## config.mk

```make
export PLATFORM = sky130hd
export DESIGN_NAME = dpac_top
export DESIGN_NICKNAME = d
export VERILOG_FILES = /design/src/rtl/dpac_pkg.sv /design/src/rtl/dpac_wbuf.sv /design/src/rtl/dpac_apseq.sv /design/src/rtl/dpac_regs.sv /design/src/rtl/dpac_top.sv
export SDC_FILE = /design/constraint.sdc
export NUM_CORES = 1
export LEC_CHECK = 0
export BUFFER_PORTS_ARGS = -buffer_cell sky130_fd_sc_hd__clkbuf_2
export CORE_UTILIZATION = 59
export DETAILED_ROUTE_END_ITERATION = 12
export GPL_TIMING_DRIVEN = 0
export PLACE_DENSITY = 0.9
export SYNTH_ARGS = -nofsm -noshare
export SYNTH_HDL_FRONTEND = slang
export SYNTH_SLANG_ARGS = --single-unit
export TNS_END_PERCENT = 30
```

## constraint.sdc

```tcl
create_clock -name clk -period 10.1 [get_ports clk]
set_input_delay 0.505 -clock clk [delete_from_list [all_inputs] [get_ports clk]]
set_output_delay 0.505 -clock clk [all_outputs]
set_load 0.02 [all_outputs]
```

## src/rtl/dpac_pkg.sv

```systemverilog
package dpac_pkg;
  typedef enum logic [1:0] {
    SEL_IDENT   = 2'd0,
    SEL_STATUS  = 2'd1,
    SEL_SCRATCH = 2'd2,
    SEL_RDBUF   = 2'd3
  } dp_sel_e;

  localparam int STAT_OK_BIT  = 0;
  localparam int STAT_ERR_BIT = 1;
endpackage

```

## src/rtl/dpac_wbuf.sv

```systemverilog
module dpac_wbuf #(
  parameter int W     = 8,
  parameter int DEPTH = 2
) (
  input  logic         clk,
  input  logic         rst_n,
  input  logic         push,
  input  logic         pop,
  input  logic [W-1:0] din,
  output logic [W-1:0] head,
  output logic         empty,
  output logic         full
);
  localparam int PW = (DEPTH > 1) ? $clog2(DEPTH) : 1;
  localparam int CW = $clog2(DEPTH + 1);

  logic [W-1:0]  slot_q [DEPTH];
  logic [PW-1:0] wr_ptr_q, wr_ptr_d, rd_ptr_q, rd_ptr_d;
  logic [CW-1:0] cnt_q, cnt_d;

  function automatic logic [PW-1:0] bump(input logic [PW-1:0] p);
    return (p == PW'(DEPTH - 1)) ? '0 : p + 1'b1;
  endfunction

  always_comb begin
    wr_ptr_d = push ? bump(wr_ptr_q) : wr_ptr_q;
    rd_ptr_d = pop  ? bump(rd_ptr_q) : rd_ptr_q;
    unique case ({push, pop})
      2'b10:   cnt_d = cnt_q + 1'b1;
      2'b01:   cnt_d = cnt_q - 1'b1;
      default: cnt_d = cnt_q;
    endcase
  end

  always_ff @(posedge clk or negedge rst_n) begin
    if (!rst_n) begin
      wr_ptr_q <= '0;
      rd_ptr_q <= '0;
      cnt_q    <= '0;
    end else begin
      wr_ptr_q <= wr_ptr_d;
      rd_ptr_q <= rd_ptr_d;
      cnt_q    <= cnt_d;
    end
  end

  for (genvar g = 0; g < DEPTH; g++) begin : g_slot
    logic load;
    assign load = push && (wr_ptr_q == PW'(g));
    always_ff @(posedge clk or negedge rst_n) begin
      if (!rst_n)    slot_q[g] <= '0;
      else if (load) slot_q[g] <= din;
    end
  end

  assign head  = slot_q[rd_ptr_q];
  assign empty = (cnt_q == '0);
  assign full  = (cnt_q == CW'(DEPTH));


  no_overflow_chk: assert property (@(posedge clk) disable iff (!rst_n) !(push && full));

  no_underflow_chk: assert property (@(posedge clk) disable iff (!rst_n) !(pop && empty));
endmodule

```

## src/rtl/dpac_apseq.sv

```systemverilog
module dpac_apseq #(
  parameter int ADDR_W = 2,
  parameter int DATA_W = 32
) (
  input  logic              clk,
  input  logic              rst_n,
  input  logic              rd_start,
  input  logic [ADDR_W-1:0] rd_addr,
  input  logic              empty,
  input  logic              head_ap,
  input  logic [ADDR_W-1:0] head_addr,
  input  logic [DATA_W-1:0] head_data,
  input  logic              ap_rdy,
  input  logic              ap_err,
  output logic              rd_pend,
  output logic              pop,
  output logic              dp_wr_en,
  output logic [1:0]        dp_wr_sel,
  output logic [DATA_W-1:0] dp_wr_data,
  output logic              rd_done,
  output logic              err_evt,
  output logic              ap_req,
  output logic              ap_wr,
  output logic [ADDR_W-1:0] ap_addr,
  output logic [DATA_W-1:0] ap_wdata
);
  logic              pend_q, pend_d;
  logic [ADDR_W-1:0] raddr_q;
  logic              done;

  always_comb begin
    ap_req     = pend_q || (!empty && head_ap);
    ap_wr      = !pend_q;
    ap_addr    = pend_q ? raddr_q : head_addr;
    ap_wdata   = head_data;
    done       = ap_req && ap_rdy;
    rd_done    = done && pend_q;
    err_evt    = done && ap_err;
    dp_wr_en   = !pend_q && !empty && !head_ap;
    dp_wr_sel  = head_addr[1:0];
    dp_wr_data = head_data;
    pop        = !pend_q && !empty && (head_ap ? ap_rdy : 1'b1);
    pend_d     = pend_q;
    if (rd_start)     pend_d = 1'b1;
    else if (rd_done) pend_d = 1'b0;
  end

  always_ff @(posedge clk or negedge rst_n) begin
    if (!rst_n) pend_q <= 1'b0;
    else        pend_q <= pend_d;
  end

  always_ff @(posedge clk or negedge rst_n) begin
    if (!rst_n)        raddr_q <= '0;
    else if (rd_start) raddr_q <= rd_addr;
  end

  assign rd_pend = pend_q;


  ap_hold_chk: assert property (@(posedge clk) disable iff (!rst_n)
    (ap_req && !ap_rdy) |=> (ap_req && $stable(ap_wr) && $stable(ap_addr) && (!ap_wr || $stable(ap_wdata))));

  rd_issue_chk: assert property (@(posedge clk) disable iff (!rst_n)
    rd_start |=> (ap_req && !ap_wr));
endmodule

```

## src/rtl/dpac_regs.sv

```systemverilog
module dpac_regs
  import dpac_pkg::*;
#(
  parameter int          DATA_W = 32,
  parameter logic [31:0] IDCODE = 32'h5EED_0001
) (
  input  logic              clk,
  input  logic              rst_n,
  input  logic              wr_en,
  input  logic [1:0]        wr_sel,
  input  logic [DATA_W-1:0] wr_data,
  input  logic              rd_done,
  input  logic              ap_err,
  input  logic              err_evt,
  input  logic [DATA_W-1:0] ap_rdata,
  input  logic [1:0]        rd_sel,
  output logic [DATA_W-1:0] rd_word,
  output logic [DATA_W-1:0] rdbuf
);
  logic [DATA_W-1:0] scratch_q, scratch_d, rdbuf_q, rdbuf_d;
  logic              rok_q, rok_d, stk_q, stk_d;
  logic              clr_err;

  always_comb begin
    clr_err   = wr_en && (wr_sel == SEL_STATUS) && wr_data[STAT_ERR_BIT];
    scratch_d = (wr_en && wr_sel == SEL_SCRATCH) ? wr_data : scratch_q;
    rdbuf_d   = rd_done ? ap_rdata : rdbuf_q;
    rok_d     = rd_done ? !ap_err : rok_q;
    stk_d     = stk_q;
    if (err_evt)      stk_d = 1'b1;
    else if (clr_err) stk_d = 1'b0;
  end

  always_ff @(posedge clk or negedge rst_n) begin
    if (!rst_n) begin
      scratch_q <= '0;
      rdbuf_q   <= '0;
      rok_q     <= 1'b0;
      stk_q     <= 1'b0;
    end else begin
      scratch_q <= scratch_d;
      rdbuf_q   <= rdbuf_d;
      rok_q     <= rok_d;
      stk_q     <= stk_d;
    end
  end

  always_comb begin
    unique case (dp_sel_e'(rd_sel))
      SEL_IDENT:   rd_word = DATA_W'(IDCODE);
      SEL_STATUS: begin
        rd_word = '0;
        rd_word[STAT_OK_BIT]  = rok_q;
        rd_word[STAT_ERR_BIT] = stk_q;
      end
      SEL_SCRATCH: rd_word = scratch_q;
      default:     rd_word = rdbuf_q;
    endcase
  end

  assign rdbuf = rdbuf_q;


  rok_clear_chk: assert property (@(posedge clk) disable iff (!rst_n)
    (rd_done && ap_err) |=> !rok_q);

  sticky_set_chk: assert property (@(posedge clk) disable iff (!rst_n)
    err_evt |=> stk_q);
endmodule

```

## src/rtl/dpac_top.sv

```systemverilog
module dpac_top #(
  parameter int          ADDR_W   = 2,
  parameter int          DATA_W   = 32,
  parameter int          WB_DEPTH = 2,
  parameter logic [31:0] IDCODE   = 32'h5EED_0001
) (
  input  logic              clk,
  input  logic              rst_n,
  input  logic              req_valid,
  input  logic              req_ap,
  input  logic              req_rnw,
  input  logic [ADDR_W-1:0] req_addr,
  input  logic [DATA_W-1:0] req_wdata,
  output logic              rsp_valid,
  output logic              rsp_wait,
  output logic [DATA_W-1:0] rsp_rdata,
  output logic              ap_req,
  output logic              ap_wr,
  output logic [ADDR_W-1:0] ap_addr,
  output logic [DATA_W-1:0] ap_wdata,
  input  logic              ap_rdy,
  input  logic [DATA_W-1:0] ap_rdata,
  input  logic              ap_err
);
  localparam int EW = 1 + ADDR_W + DATA_W;

  logic rst_meta_q, rst_q;
  always_ff @(posedge clk or negedge rst_n) begin
    if (!rst_n) begin
      rst_meta_q <= 1'b0;
      rst_q      <= 1'b0;
    end else begin
      rst_meta_q <= 1'b1;
      rst_q      <= rst_meta_q;
    end
  end

  logic              push, pop, empty, full, busy;
  logic [EW-1:0]     head;
  logic              rd_start, rd_pend, dp_wr_en, rd_done, err_evt;
  logic [1:0]        dp_wr_sel;
  logic [DATA_W-1:0] dp_wr_data, dp_word, rdbuf;
  logic              rsp_valid_q, rsp_wait_q, rsp_valid_d, rsp_wait_d;
  logic [DATA_W-1:0] rsp_rdata_q, rsp_rdata_d;

  always_comb begin
    busy        = rd_pend || !empty;
    push        = req_valid && !req_rnw && !full;
    rd_start    = req_valid && req_rnw && req_ap && !busy;
    rsp_valid_d = req_valid;
    rsp_wait_d  = req_valid && (req_rnw ? busy : full);
    rsp_rdata_d = '0;
    if (req_valid && req_rnw && !busy) rsp_rdata_d = req_ap ? rdbuf : dp_word;
  end

  always_ff @(posedge clk or negedge rst_q) begin
    if (!rst_q) begin
      rsp_valid_q <= 1'b0;
      rsp_wait_q  <= 1'b0;
      rsp_rdata_q <= '0;
    end else begin
      rsp_valid_q <= rsp_valid_d;
      rsp_wait_q  <= rsp_wait_d;
      rsp_rdata_q <= rsp_rdata_d;
    end
  end

  dpac_wbuf #(.W(EW), .DEPTH(WB_DEPTH)) u_wbuf (
    .clk(clk), .rst_n(rst_q), .push(push), .pop(pop),
    .din({req_ap, req_addr, req_wdata}), .head(head), .empty(empty), .full(full)
  );

  dpac_apseq #(.ADDR_W(ADDR_W), .DATA_W(DATA_W)) u_apseq (
    .clk(clk), .rst_n(rst_q), .rd_start(rd_start), .rd_addr(req_addr),
    .empty(empty), .head_ap(head[EW-1]), .head_addr(head[DATA_W +: ADDR_W]),
    .head_data(head[DATA_W-1:0]), .ap_rdy(ap_rdy), .ap_err(ap_err),
    .rd_pend(rd_pend), .pop(pop), .dp_wr_en(dp_wr_en), .dp_wr_sel(dp_wr_sel),
    .dp_wr_data(dp_wr_data), .rd_done(rd_done), .err_evt(err_evt),
    .ap_req(ap_req), .ap_wr(ap_wr), .ap_addr(ap_addr), .ap_wdata(ap_wdata)
  );

  dpac_regs #(.DATA_W(DATA_W), .IDCODE(IDCODE)) u_regs (
    .clk(clk), .rst_n(rst_q), .wr_en(dp_wr_en), .wr_sel(dp_wr_sel),
    .wr_data(dp_wr_data), .rd_done(rd_done), .ap_err(ap_err), .err_evt(err_evt),
    .ap_rdata(ap_rdata), .rd_sel(req_addr[1:0]), .rd_word(dp_word), .rdbuf(rdbuf)
  );

  assign rsp_valid = rsp_valid_q;
  assign rsp_wait  = rsp_wait_q;
  assign rsp_rdata = rsp_rdata_q;


  rsp_follow_chk: assert property (@(posedge clk) disable iff (!rst_q)
    req_valid |=> rsp_valid);

  full_wait_chk: assert property (@(posedge clk) disable iff (!rst_q)
    (req_valid && !req_rnw && full && !pop) |=> (rsp_wait && full));
endmodule

```

==> metrics.cfg, run 1 <==
[detailed_routing]
drtPass1Iterations = 4
vias = 4787
ant_nets = 0
viasPerCell = 5.61
drc_errors = 0
wl_um = 16900
drtIter0Drc = 305
routedWlPerCell_um = 19.8

[floorplan]
dieArea_um2 = 12800
dieWidth_um = 113
die_h_um = 113
core_area_um2 = 12100
row_count = 40
start_util_pct = 60.6
ios = 143

[synth]
async_flop_share_pct = 100
yosysTopAreaCell = dfrtp_1
netlist.area_leader.share_pct = 61.3
ys.flop_type = dfrtp_1
synth_common_cells = 179 x dfrtp_1, 167 x mux2_2, 22 x nor2_1
synth-edff-count = 0
yosysSeqAreaShare_pct = 61.3
ys_warn_count = 0
ys_types = 40
synthesis.nets = 585
ys_top_cells_by_area = dfrtp_1 61%, mux2_2 26%, a22oi_1 2.1%
ys_ff_latch = 179
post-synth-top-count-cell = dfrtp_1
syn-instance-count = 511
netlist_area_um2 = 7310
syn_area_per_cell_um2 = 14.3

[sta]
worst_slack_ns = 7.16
finalCriticalPeriod_ns = 2.94
fin_tns_setup_ns = 0
hold_viol_final = 0
fin_crit_sh_pct = 29.1
skew_ns = 0.00793
setup_viol = 0
tightest_slew_ns = 0.804
fmax_mhz = 340
rsz0062_at_grt = false
max_slew_margin_pct = 46.1
maxSlewViolCount = 0

[critical_path]
end_kind = output port
critPathMaxFanout = 10
endpoint = ap_addr[0]
path_cells = buf_1 -> buf_2 -> nand2_1 -> o21a_1 -> o21ai_0 -> clkbuf_2
required_ns = 9.60
start_kind = register
timing.rr.end = u_wbuf.slot_q[36]
cp_slowest_cell = buf_1
path_depth = 6
path_buf_inv = 3
worstReg2RegStart = u_wbuf.cnt_q[1]
worst_r2r_path_depth = 4
worstPathArrival_ns = 2.43
crit_family = buffers and inverters
path_class = reg -> out
slowest_delay_ns = 0.58
cp-startpoint = u_wbuf.rd_ptr_q
r2r_slack_ns = 7.88

[flow_run]
cap_violations = 0

[layout]
antennaDiodeCount = 0
nNetsFinal = 749
layout-drive-gt1-share_pct = 52.5
stdcell_area_um2 = 8950
area_growth_pct = 22.4
fillers = 774

[power]
powerDensity_nw_per_um2 = 334
ir_worst_vdd_mv = 0.199
leakage_nw = 4.20

[cts]
clockBufferDepth = 2
cts_root_buf = clkbuf_16
h-tree-depth = 4
numCtsBuffers = 17
numClockSinks = 179
post_cts_buffers = 0
cts_tree = yes
clkLatencyLatePin_ns = 0.42
path_clk_slew_ns = 0.06

[global_routing]
grt_pass1_wl_um = 27100
grt_pass1_vias = 5213
grt_overflow = 0
antenna_found_initial = 0
grt_max_degree = 76
grt_use_total_pct = 28.6

[status]
outcome = completed

[place]
place_congestion = 0.836
detailed_place_hpwl_um = 11600
io_buffer_count = 142
dpl-instance-area_um2 = 8290
dp_slack_ns = 7.61

[hold_path]
hp-class = in -> reg
hold_path_depth = 1

==> registers in the layout (all words and copies together) (netlist names), 2 cells and up <==
signal            flops
rsp_rdata            32
u_wbuf.cnt_q          2
u_regs.rdbuf         32
u_wbuf.slot_q        70
u_apseq.raddr_q       2
u_regs.scratch_q     32
==> how the worst min path moves through the flow <==
stage / startpoint / end
after global routing: req_valid / rsp_valid
after CTS: req_valid / rsp_valid
after global placement: rst_n / rst_q
final: req_valid / rsp_valid
after detailed placement: rst_n / rst_meta_q
after floorplan: rst_n / rst_meta_q
==> routing by layer <==
metal / vias up / wire length, um / track usage [%]
met1: 2426 / 6790 / 34.9
met2: 167 / 8650 / 47.7
met5: - / 0 / 0
met3: 53 / 795 / 6.59
li1: 2141 / - / -
met4: 0 / 680 / 15.1
==> per-stage QoR <==
step           total power, mW  utilization (%)  cells  hold WS [ns]
3_5_place_dp              2.26             68.7    823         0.294
3_3_place_gp              2.18             68.3    821         0.290
4_1_cts                   3.00             74.2    854         0.219
6_report                  2.99             74.2    854         0.242
5_1_grt                   3.13             74.2    854         0.228
2_1_floorplan             1.94                -    511         0.209
==> kinds of logic after synthesis <==
kind of cell | after synthesis | share of synthesized area (%)
flops | 179 | 61.3
mux | 170 | 26.2
compound gates | 61 | 5.53
simple gates | 58 | 3.88
buf+inv | 36 | 2.34
xor+xnor | 5 | 0.599
fa+ha+maj | 1 | 0.171
other cells | 1 | 0.0513
==> final cells by class <==
type / instances / area [um2] / area share (%)
Inverter: 6 / 22.5 / 0.252
Timing Repair Buffer: 145 / 776 / 8.67
Multi-Input combinational cell: 296 / 2660 / 29.7
Sequential cell: 179 / 4480 / 50.1
Clock buffer: 21 / 470 / 5.26
Buffer: 30 / 149 / 1.66
Clock inverter: 9 / 176 / 1.97
Tap cell: 168 / 210 / 2.35
==> report_power, final <==
| group | internal, mW | total (mW) | switching, mW |
|---|---|---|---|
| clock network | 0.456 | 0.721 | 0.264 |
| registers | 1.02 | 1.18 | 0.167 |
| logic | 0.530 | 1.08 | 0.553 |
| total | 2.00 | 2.99 | 0.984 |
==> layout by cell type (no fill, tap or decap), drive strengths merged, types with 2 or more instances in the layout <==
cell type / count
a2111oi: 2
a21oi: 13
a22oi: 20
buf: 17
bufinv: 5
clkbuf: 178
clkinv: 2
dfrtp: 179
inv: 7
mux2: 169
nand2: 17
nand2b: 4
nor2: 22
nor2b: 3
nor3: 2
nor3b: 3
o21ai: 19
or3b: 2
xnor2: 3
xor2: 2
==> timing repair <==
item,4_1_cts,5_1_grt
hold endpoints to repair,2,0
hold buffers,1,0
resized for setup,0,0
setup endpoints to repair,0,0
(Power assumes the default switching activity.)
==> run 2, diff against run 1 <==
--- a/config.mk
+++ b/config.mk
@@ -6,10 +6,10 @@
 export NUM_CORES = 1
 export LEC_CHECK = 0
 export BUFFER_PORTS_ARGS = -buffer_cell sky130_fd_sc_hd__clkbuf_2
-export CORE_UTILIZATION = 59
+export CORE_UTILIZATION = 50
 export DETAILED_ROUTE_END_ITERATION = 12
 export GPL_TIMING_DRIVEN = 0
-export PLACE_DENSITY = 0.9
+export PLACE_DENSITY = 0.81
 export SYNTH_ARGS = -nofsm -noshare
 export SYNTH_HDL_FRONTEND = slang
 export SYNTH_SLANG_ARGS = --single-unit
==> constraint.sdc (replaced) <==
create_clock -name clk -period 2.55 [get_ports clk]
set_input_delay 0.1275 -clock clk [delete_from_list [all_inputs] [get_ports clk]]
set_output_delay 0.1275 -clock clk [all_outputs]
set_load 0.02 [all_outputs]
==> metrics.cfg, run 2 (synthesized netlist as in run 1, its figures left out) <==
[status]
outcome = completed

[floorplan]
start_util_pct = 51.9
core_area_um2 = 14100
dieWidth_um = 123
die_h_um = 123
ios = 143
dieArea_um2 = 15100
row_count = 43

[layout]
antennaDiodeCount = 0
final_common_cell = dfrtp_1
layout-drive-gt1-share_pct = 48.0
area_growth_pct = 30.5
nNetsFinal = 816
fin_util_pct = 67.7
layout_common_cells = 178 x dfrtp_1, 167 x mux2_2, 143 x clkbuf_2, 68 x dlygate4sd3_1, 22 x nor2_1
top_register = u_wbuf.slot_q
largest_register_ffs = 70

[global_routing]
grt_max_degree = 75
grt_pass1_vias = 5424
antenna_found_initial = 0
grt_overflow = 0
grt_pass1_wl_um = 28400
grt_use_total_pct = 25.8

[power]
leakage_nw = 4.44
ir_worst_vdd_mv = 0.729
powerDensity_nw_per_um2 = 1210

[detailed_routing]
ant_nets = 0
wl_um = 18100
drtIter0Drc = 227
drtPass1Iterations = 4
drc_errors = 0
routedWlPerCell_um = 19.4
viasPerCell = 5.44
vias = 5080

[critical_path]
critPathMaxFanout = 10
path_class = reg -> reg
worstPathArrival_ns = 2.59
start_kind = register
end_kind = register
required_ns = 2.85

[place]
detailed_place_hpwl_um = 11700
io_buffer_count = 142
place_congestion = 0.817

[cts]
h-tree-depth = 4
numClockSinks = 179
path_clk_slew_ns = 0.06
clockBufferDepth = 2
cts_tree = yes
numCtsBuffers = 17
cts_root_buf = clkbuf_16
clkLatencyLatePin_ns = 0.43

[sta]
fmax_mhz = 437
hold_viol_final = 0
finalCriticalPeriod_ns = 2.29
skew_ns = 0.0128
maxSlewViolCount = 0
rsz0062_at_grt = false
tightest_slew_ns = 0.860
setup_viol = 0
fin_crit_sh_pct = 89.7
max_slew_margin_pct = 42.3
fin_tns_setup_ns = 0

[hold_path]
hp-class = in -> async

[flow_run]
cap_violations = 0

-- run 2: cell count changes in the layout (fill, tap and decap cells not counted), sizes merged --
cell	previous run	this run
buf	17	16
clkinv	2	8
dlygate4sd3	1	68
bufinv	5	1
-- run 2: routing by layer --
| layer | vias to the layer above | global-route usage [%] | share of wire, % | wire, um |
|---|---|---|---|---|
| met2 | 155 | 43.0 | 51 | 9290 |
| li1 | 2275 | - | - | - |
| met5 | - | 0 | 0 | 0 |
| met1 | 2608 | 31.6 | 41 | 7460 |
| met4 | 0 | 11.4 | 2.7 | 482 |
| met3 | 42 | 6.69 | 5.0 | 910 |
-- run 2: timing repair --
item / in CTS / in global routing
setup endpoints to repair: 0 / 27
resized for setup: 0 / 1
setup buffers: 0 / 0
hold endpoints to repair: 102 / 0
hold buffers: 68 / 0
-- run 2: layout make-up --
class                   instances  area [um2]
fillers                       977        4550
flip-flops and latches        179        4480
multi-input cells             296        2660
repair buffers                212        1440
clock buffers                  20         457
well taps                     180         225
plain buffers                  30         150
clock inverters                11         105
inverters                       6        22.5
-- run 2: through the flow --
step	total power [mW]	setup slack, ns	hold slack (ns)	std cells	area (um2)
final	11.5	0.264	0.0170	934	9540
after floorplan	7.66	0.609	-0.168	511	7320
after CTS	11.5	0.00702	0.00543	934	9540
after global routing	12.1	0.163	0.0193	934	9540
after global placement	8.66	0.216	-0.0863	833	8250
after detailed placement	8.92	0.290	-0.0849	835	8300
-- run 2: path summary, 6_finish.rpt --
check / startpoint / end / slack, ns / cells after the start
min in group clk: req_rnw / rsp_wait / 0.02 / 3
worst min-delay path: rst_n / rst_q / 0.02 / 2
worst min register to register: rst_meta_q / rst_q / 0.35 / 0
worst max-delay path: u_wbuf.cnt_q[1] / u_wbuf.slot_q[57] / 0.26 / 4
max in group asynchronous: rst_q / u_wbuf.slot_q[40] / 1.33 / 1
worst max register to register: u_wbuf.cnt_q[1] / u_wbuf.slot_q[57] / 0.26 / 4
-- run 2: power by group --
| part | leakage [nW] | switching [mW] | internal [mW] |
|---|---|---|---|
| registers | 2.21 | 0.658 | 4.03 |
| clock network | 0.276 | 1.08 | 1.40 |
| logic | 1.95 | 2.19 | 2.17 |
-- run 2: worst max-delay path, cell delays in order (launching register included) --
cell     delay (ns)
dfrtp_1        0.44
nor2b_1        0.18
nor3_2         0.70
buf_2          0.44
mux2_2         0.41
